## src/rtl/alm_pkg.sv

```systemverilog
package alm_pkg;

    localparam int FIELD_W    = 8;
    localparam int NUM_FIELDS = 6;
    localparam int EN_BIT     = FIELD_W - 1;
    localparam int STAMP_W    = NUM_FIELDS * FIELD_W;

    typedef logic [FIELD_W-1:0] byte_t;

    typedef enum logic [2:0] {
        F_SEC  = 3'd0,
        F_MIN  = 3'd1,
        F_HOUR = 3'd2,
        F_DAY  = 3'd3,
        F_MON  = 3'd4,
        F_WDAY = 3'd5
    } field_e;

    // Fields packed with seconds in the least significant byte.
    typedef struct packed {
        byte_t wday;
        byte_t mon;
        byte_t day;
        byte_t hour;
        byte_t min;
        byte_t sec;
    } stamp_t;

    typedef struct packed {
        logic en;
        logic eq;
    } cmp_t;

    // Bits of a field that carry its value; enable and mode bits drop out.
    function automatic byte_t value_mask(field_e f);
        case (f)
            F_HOUR:  return byte_t'(8'h3F);
            F_WDAY:  return byte_t'(8'h07);
            default: return byte_t'(8'h7F);
        endcase
    endfunction

endpackage

```

## src/rtl/alm_field_cmp.sv

```systemverilog
module alm_field_cmp
    import alm_pkg::*;
#(
    parameter field_e KIND = F_SEC
) (
    input  byte_t now_b,
    input  byte_t alm_b,
    output cmp_t  res
);
    localparam byte_t MASK = value_mask(KIND);

    always_comb begin
        res.en = alm_b[EN_BIT];
        res.eq = ((now_b ^ alm_b) & MASK) == '0;
    end
endmodule

```

## src/rtl/alm_match_eval.sv

```systemverilog
module alm_match_eval
    import alm_pkg::*;
(
    input  stamp_t now_s,
    input  stamp_t alm_s,
    input  logic   tick,
    input  logic   alm_en,
    output logic   hit
);
    logic [STAMP_W-1:0]    now_v;
    logic [STAMP_W-1:0]    alm_v;
    logic [NUM_FIELDS-1:0] en_v;
    logic [NUM_FIELDS-1:0] eq_v;

    assign now_v = now_s;
    assign alm_v = alm_s;

    for (genvar i = 0; i < NUM_FIELDS; i++) begin : g_field
        cmp_t r;
        alm_field_cmp #(.KIND(field_e'(i))) u_cmp (
            .now_b (now_v[i*FIELD_W +: FIELD_W]),
            .alm_b (alm_v[i*FIELD_W +: FIELD_W]),
            .res   (r)
        );
        assign en_v[i] = r.en;
        assign eq_v[i] = r.eq;
    end

    logic any_en;
    logic all_ok;

    always_comb begin
        any_en = |en_v;
        all_ok = &(~en_v | eq_v);
        hit    = tick && alm_en && any_en && all_ok;
    end
endmodule

```

## src/rtl/alm_flag_reg.sv

```systemverilog
module alm_flag_reg (
    input  logic clk,
    input  logic rst,
    input  logic set_i,
    input  logic clr_i,
    output logic flag
);
    always_ff @(posedge clk) begin
        if (rst)        flag <= 1'b0;
        else if (set_i) flag <= 1'b1;
        else if (clr_i) flag <= 1'b0;
    end

    a_r10_set_wins: assert property (@(posedge clk) disable iff (rst)
        set_i |=> flag);
    a_r9_clear: assert property (@(posedge clk) disable iff (rst)
        (clr_i && !set_i) |=> !flag);
    a_r9_hold: assert property (@(posedge clk) disable iff (rst)
        (!set_i && !clr_i) |=> $stable(flag));
endmodule

```

## src/rtl/alm_match_top.sv

```systemverilog
module alm_match_top
    import alm_pkg::*;
(
    input  logic       clk,
    input  logic       rst,
    input  logic       sec_tick,
    input  logic [7:0] cur_sec,
    input  logic [7:0] cur_min,
    input  logic [7:0] cur_hour,
    input  logic [7:0] cur_day,
    input  logic [7:0] cur_mon,
    input  logic [7:0] cur_wday,
    input  logic [7:0] alm_sec,
    input  logic [7:0] alm_min,
    input  logic [7:0] alm_hour,
    input  logic [7:0] alm_day,
    input  logic [7:0] alm_mon,
    input  logic [7:0] alm_wday,
    input  logic       alarm_enable,
    input  logic       flag_clear,
    output logic       alarm_flag,
    output logic       alarm_irq
);
    stamp_t now_s;
    stamp_t alm_s;
    logic   hit;

    always_comb begin
        now_s = '{wday: cur_wday, mon: cur_mon, day: cur_day,
                  hour: cur_hour, min: cur_min, sec: cur_sec};
        alm_s = '{wday: alm_wday, mon: alm_mon, day: alm_day,
                  hour: alm_hour, min: alm_min, sec: alm_sec};
    end

    alm_match_eval u_eval (
        .now_s  (now_s),
        .alm_s  (alm_s),
        .tick   (sec_tick),
        .alm_en (alarm_enable),
        .hit    (hit)
    );

    alm_flag_reg u_flag (
        .clk   (clk),
        .rst   (rst),
        .set_i (hit),
        .clr_i (flag_clear),
        .flag  (alarm_flag)
    );

    assign alarm_irq = alarm_flag && alarm_enable;

    logic no_field_on;
    assign no_field_on = !(alm_sec[7] || alm_min[7] || alm_hour[7] ||
                           alm_day[7] || alm_mon[7] || alm_wday[7]);

    a_r6_no_tick_no_set: assert property (@(posedge clk) disable iff (rst)
        (!sec_tick && !alarm_flag) |=> !alarm_flag);
    a_r8_disabled_no_set: assert property (@(posedge clk) disable iff (rst)
        (!alarm_enable && !alarm_flag) |=> !alarm_flag);
    a_r7_all_off: assert property (@(posedge clk) disable iff (rst)
        (no_field_on && !alarm_flag) |=> !alarm_flag);
    a_r11_irq_needs_flag: assert property (@(posedge clk) disable iff (rst)
        alarm_irq |-> (alarm_flag && alarm_enable));
    a_r1_reset_clear: assert property (@(posedge clk)
        rst |=> (!alarm_flag && !alarm_irq));
endmodule

```

## config.mk

```make
export PLATFORM = sky130hd
export DESIGN_NAME = alm_match_top
export DESIGN_NICKNAME = d
export VERILOG_FILES = /design/src/rtl/alm_pkg.sv /design/src/rtl/alm_field_cmp.sv /design/src/rtl/alm_match_eval.sv /design/src/rtl/alm_flag_reg.sv /design/src/rtl/alm_match_top.sv
export SDC_FILE = /design/constraint.sdc
export NUM_CORES = 1
export LEC_CHECK = 0
export ABC_AREA = 1
export BUFFER_PORTS_ARGS = -buffer_cell sky130_fd_sc_hd__buf_2
export CAP_MARGIN = 25
export CORE_MARGIN = 5
export CORE_UTILIZATION = 28
export DETAILED_ROUTE_END_ITERATION = 16
export HOLD_SLACK_MARGIN = 0.06
export PLACE_DENSITY = 0.78
export SLEW_MARGIN = 0
export SYNTH_ARGS = -nofsm -noshare
export SYNTH_HDL_FRONTEND = slang
export SYNTH_SLANG_ARGS = --single-unit
```

## constraint.sdc

```tcl
create_clock -name clk -period 0.8 [get_ports clk]
set_clock_uncertainty 0.1 [all_clocks]
set_input_delay 0.08 -clock clk [delete_from_list [all_inputs] [get_ports clk]]
set_output_delay 0.08 -clock clk [all_outputs]
set_load 0.05 [all_outputs]
```

Word-level counts from Yosys, hierarchy flattened. Cells that the tools add are included.

Bitwise logic cells: 8. Divide/modulo/power cells: 0. Equal/unequal tests: 0. Order comparisons: 0. Shift operators: 0. $mul: 0. Multiplexer cells: 2. Reduce and logical (&&, ||, !) cells: 13. Add/subtract/negate cells: 0.

Operator list (number): $logic_not A8 Y1 (6); $xor A7 B7 Y7 (4); $not A6 Y6 (1); $or A6 B6 Y6 (1); $reduce_and A6 Y1 (1); $reduce_or A6 Y1 (1); $xor A6 B6 Y6 (1); $logic_and A1 B1 Y1 (4); $xor A3 B3 Y3 (1); $mux W1 (2); $reduce_bool A2 Y1 (1).

RAM bits: 0. Memories: 0. Output and inout bits: 2. Bits in latches: 0. Input bits: 101. Register bits after elaboration: 1. Bits in read-only memories: 0.

Depth between registers and ports, before layout.
Depth in word-level cells: 6. Depth in mapped cells: 11. Mapped depth without buffers: 11.

Modules after synthesis. Synthesis repeated with hierarchy kept, for this count alone.

Cells, all modules: 217. Area, all modules: 923.4 µm².

By module, submodules not included: alm_field_cmp (u_eval.g_field[0].u_cmp ...) (cells each 36, seq. area each 0.0 µm², area an instance 147.6 µm², times used 4); alm_field_cmp (u_eval.g_field[2].u_cmp) (cells each 29, seq. area each 0.0 µm², area an instance 121.4 µm², times used 1); alm_match_eval (cells each 23, seq. area each 0.0 µm², area an instance 100.1 µm², times used 1); alm_field_cmp (u_eval.g_field[5].u_cmp) (cells each 14, seq. area each 0.0 µm², area an instance 63.8 µm², times used 1); alm_flag_reg (cells each 5, seq. area each 20.0 µm², area an instance 40.0 µm², times used 1); alm_match_top (cells each 2, seq. area each 0.0 µm², area an instance 7.5 µm², times used 1).

Least setup slack after synthesis. No wires, ideal clock.

Path type: register to output. Start: register u_flag.flag. End: output port alarm_irq. Path buffers: 0. Data required time: 620 ps. Arrival: 1043 ps. Slack: -423 ps. Cell stages (with the launch flop): 3. Path through: dfxtp_1 > nand2_1 > inv_1.

Cells in the longest elaborated chain, start to end: 1.

Ends and longest elaborated chain: from (decl) (RTL line alm_flag_reg.sv:6) `output logic flag`; from (signal assigned) (RTL line alm_flag_reg.sv:9) `if (rst) flag <= 1'b0;`; from (signal assigned) (RTL line alm_flag_reg.sv:10) `else if (set_i) flag <= 1'b1;`; from (signal assigned) (RTL line alm_flag_reg.sv:11) `else if (clr_i) flag <= 1'b0;`; $logic_and A1 B1 Y1 (RTL line alm_match_top.sv:51) `assign alarm_irq = alarm_flag && alarm_enable;`; to (decl) (RTL line alm_match_top.sv:22) `output logic alarm_irq`.

No other way between the ends.

Worst setup path after layout.
Start: input port cur_day[0]. End: register u_flag.flag.

Cells in the longest elaborated chain, start to end: 6.

Ends and longest elaborated chain: from (decl) (RTL line alm_match_top.sv:10) `input logic [7:0] cur_day,`; $xor A7 B7 Y7 (*) (RTL line alm_field_cmp.sv:14) `res.eq = ((now_b ^ alm_b) & MASK) == '0;`; $logic_not A8 Y1 (*) (RTL line alm_field_cmp.sv:14); $or A6 B6 Y6 (*) (RTL line alm_match_eval.sv:34) `all_ok = &(~en_v | eq_v);`; $reduce_and A6 Y1 (*) (RTL line alm_match_eval.sv:34); $logic_and A1 B1 Y1 (*) (RTL line alm_match_eval.sv:35) `hit = tick && alm_en && any_en && all_ok;`; $mux W1 / $reduce_bool A2 Y1 (equally long branches).

Mark *: on every way between the ends. The rest lies on a longest branch, timed or not. A chain may end at the register's enable or synchronous reset.

==> impl_metrics.json <==
{
  "maxSlewViolCount": 0,
  "yosysMostFrequentCell": "nand2_1",
  "detail_route.first_pass.iterations": 4,
  "crit_type": "in2reg",
  "globalRouteTotalUtil_pct": 10.8,
  "io_pins": 103,
  "drv_cap": 0,
  "ys_top_cells_by_count": "nand2_1 (75), inv_1 (40), nor2_1 (23)",
  "fillers": 284,
  "clockPowerShare_pct": 0,
  "dp_slack_ns": -0.301,
  "grt_first_pass_wirelength_um": 3320,
  "max_stage_delay_ns": 0.10,
  "worstMarginPinSlew_ns": 0.248,
  "muxShareOfSynthArea_pct": 0,
  "core_area_mm2": 0.00250,
  "vias_per_cell": 4.06,
  "synthArstFlopShare_pct": 0,
  "vdd_ir_drop_max_v": 0.000256,
  "synthSimpleGateAreaFrac_pct": 54.3,
  "synthAdderAreaFrac_pct": 0,
  "fin_ws_ns": -0.246,
  "yosys-top-cells-area": "nand2_1 (38%), inv_1 (20%), xnor2_1 (13%)",
  "power.density_mw_per_mm2": 441,
  "seq_power_share_pct": 8.5,
  "portBuffers": 86,
  "synthFlopType": "dfxtp_1",
  "end_kind": "register",
  "slew-limit-headroom_pct": 83.6,
  "largest_reg_flops": 1,
  "areaGrowthSynthToFinish_pct": 73.1,
  "timing.hold.ws_ns": 0.135,
  "hold_viol": 0,
  "drive_above_1_share_pct": 38.1,
  "yosysWarnings": 0,
  "yosys.area.top_type": "nand2_1",
  "postRouteAntennaNets": 0,
  "synth_compound_area_share_pct": 3.57,
  "synth_cell_types": 11,
  "hpwl_um": 2130,
  "drt_iter0_markers": 29,
  "grt_pass1_vias": 977,
  "antennaDiodeCount": 0,
  "synth_seq_area_share_pct": 2.72,
  "cp_cell_sequence": "buf_2 -> inv_1 -> nand2_1 -> nand2_1 -> nand2_1 -> nor2_1 -> nand2_1 -> nand2_1 -> nand2_1 -> nor2_1 -> nand2_1 -> a21oi_2",
  "floorplan.initialDensity_pct": 29.4,
  "period_minus_slack_ns": 1.05,
  "p_int_mw": 0.340,
  "cp.buffers_inverters": 2,
  "syn_area_um2": 736,
  "fmax_mhz": 956,
  "ys_seq_elements": 1,
  "postSynthCellCount": 165,
  "cp_top_family": "simple AND/OR/NAND/NOR gates",
  "comb_power_share_pct": 91.5,
  "antenna_found_initial": 0,
  "syn_area_per_cell_um2": 4.46,
  "crit_path_top_delay_cell": "buf_2",
  "clk_latency_ns": 0,
  "crit_path_start_kind": "input pin",
  "routed-via-count": 1144,
  "sw_frac_of_total_pct": 39.4,
  "cts_hold_buf": 0,
  "setup_viol": 1,
  "wire_per_inst_um": 7.98,
  "synth_nets": 266,
  "arrival_ns": 0.87,
  "yosysTopAreaCellShare_pct": 38.3,
  "top_regs": "u_flag.flag: 1 flops",
  "synth_xor_xnor_area_share_pct": 19.0,
  "grt_overflow": 0,
  "gp_congestion": 0.679,
  "worstPathRequired_ns": 0.63,
  "regArea_um2": 23.8,
  "leakagePower_nw": 0.883,
  "status": "finished with violations",
  "layout.nets": 355,
  "violations": "negative setup slack",
  "power_switching_mw": 0.221,
  "rsz0062_at_grt": "yes",
  "critical_path.most_common_cell": "nand2_1",
  "setup_tns_ns": -0.246,
  "synth_edf_count": 0,
  "die_h_um": 61.3,
  "drt_wl_total_um": 2250,
  "remaining_drc_errors": 0,
  "row_count": 18,
  "synth_top_family_by_area": "simple AND/OR/NAND/NOR gates",
  "grt_start_max_net_pins": 4,
  "cts.reportedPaths.clkPinSlew_ns": 0,
  "top_register": "u_flag.flag",
  "path_max_fanout": 2,
  "die_w_um": 61.3,
  "multi_input_area_um2": 583,
  "r2r_slack_ns": 0.11,
  "post-route-period-util_pct": 131,
  "hold_class": "in2reg",
  "dieArea_mm2": 0.00375
}
[path summary, 6_finish.rpt]
kind	from	cells after the start	endpoint
worst max-delay path	cur_day[0]	12	u_flag.flag$_SDFFE_PP0P_
worst max register to register	u_flag.flag$_SDFFE_PP0P_	2	u_flag.flag$_SDFFE_PP0P_
worst min-delay path	rst	2	u_flag.flag$_SDFFE_PP0P_
worst min register to register	u_flag.flag$_SDFFE_PP0P_	2	u_flag.flag$_SDFFE_PP0P_
[final cells by class]
class / instances / area share [%]
Inverter: 40 / 12.1
Multi-Input combinational cell: 124 / 45.8
Timing Repair Buffer: 87 / 37.3
Sequential cell: 1 / 1.87
Tap cell: 30 / 2.95
[what timing repair did]
item | CTS | global route
endpoints found under the setup margin | 2 | 2
gates cloned | 0 | 0
setup buffers | 0 | 0
hold endpoints to repair | 0 | 0
gates resized for setup | 8 | 3
[per-layer routing]
| metal | routed length, um | vias to the layer above | share of wire [%] | global-route usage [%] |
|---|---|---|---|---|
| met5 | 0 | - | 0 | 0 |
| met3 | 340 | 0 | 15 | 2.31 |
| met4 | 0 | 0 | 0 | 0 |
| met1 | 775 | 454 | 34 | 11.5 |
| met2 | 1130 | 49 | 50 | 22.5 |
| li1 | - | 641 | - | - |
[metrics by stage]
stage	instances	area (um^2)	total power, mW	utilization, %
floorplan	165	751	0.276	-
global placement	282	1230	0.535	49.0
detailed placement	282	1230	0.545	49.0
CTS	282	1270	0.567	50.9
global route	282	1270	0.636	51.0
finish	282	1270	0.562	51.0
[worst register-to-register path, stage by stage, from the launching register on]
cell and delay (ns):
dfxtp_4 0.34, nand2_1 0.07, a21oi_2 0.11
[cells in the final DEF (no fill, tap or decap)]
master	instances
a21oi_2	1
a21o_1	1
nand2_1	74
nor2_2	2
buf_6	6
clkinvlp_4	1
xnor2_2	1
nand3_1	5
xnor2_1	10
nor2_1	22
buf_2	80
buf_4	1
inv_2	2
inv_1	37
o21ai_1	2
nand2_4	1
dfxtp_4	1
xor2_1	5
[power by group through the flow]
stage                     registers (mW)  clock network [mW]  logic [mW]
after floorplan                   0.0486                   0       0.227
after global placement            0.0480                   0       0.487
after detailed placement          0.0480                   0       0.497
after CTS                         0.0480                   0       0.519
after global routing              0.0480                   0       0.588
final                             0.0480                   0       0.514
[kinds of logic (layout without fill, tap and decap cells)]
| logic type | count (synthesis) | count (layout) |
|---|---|---|
| xor+xnor | 16 | 16 |
| compound gates | 4 | 4 |
| buf+inv | 40 | 127 |
| simple gates | 104 | 104 |
| flops | 1 | 1 |
(Power assumes the default switching activity.)
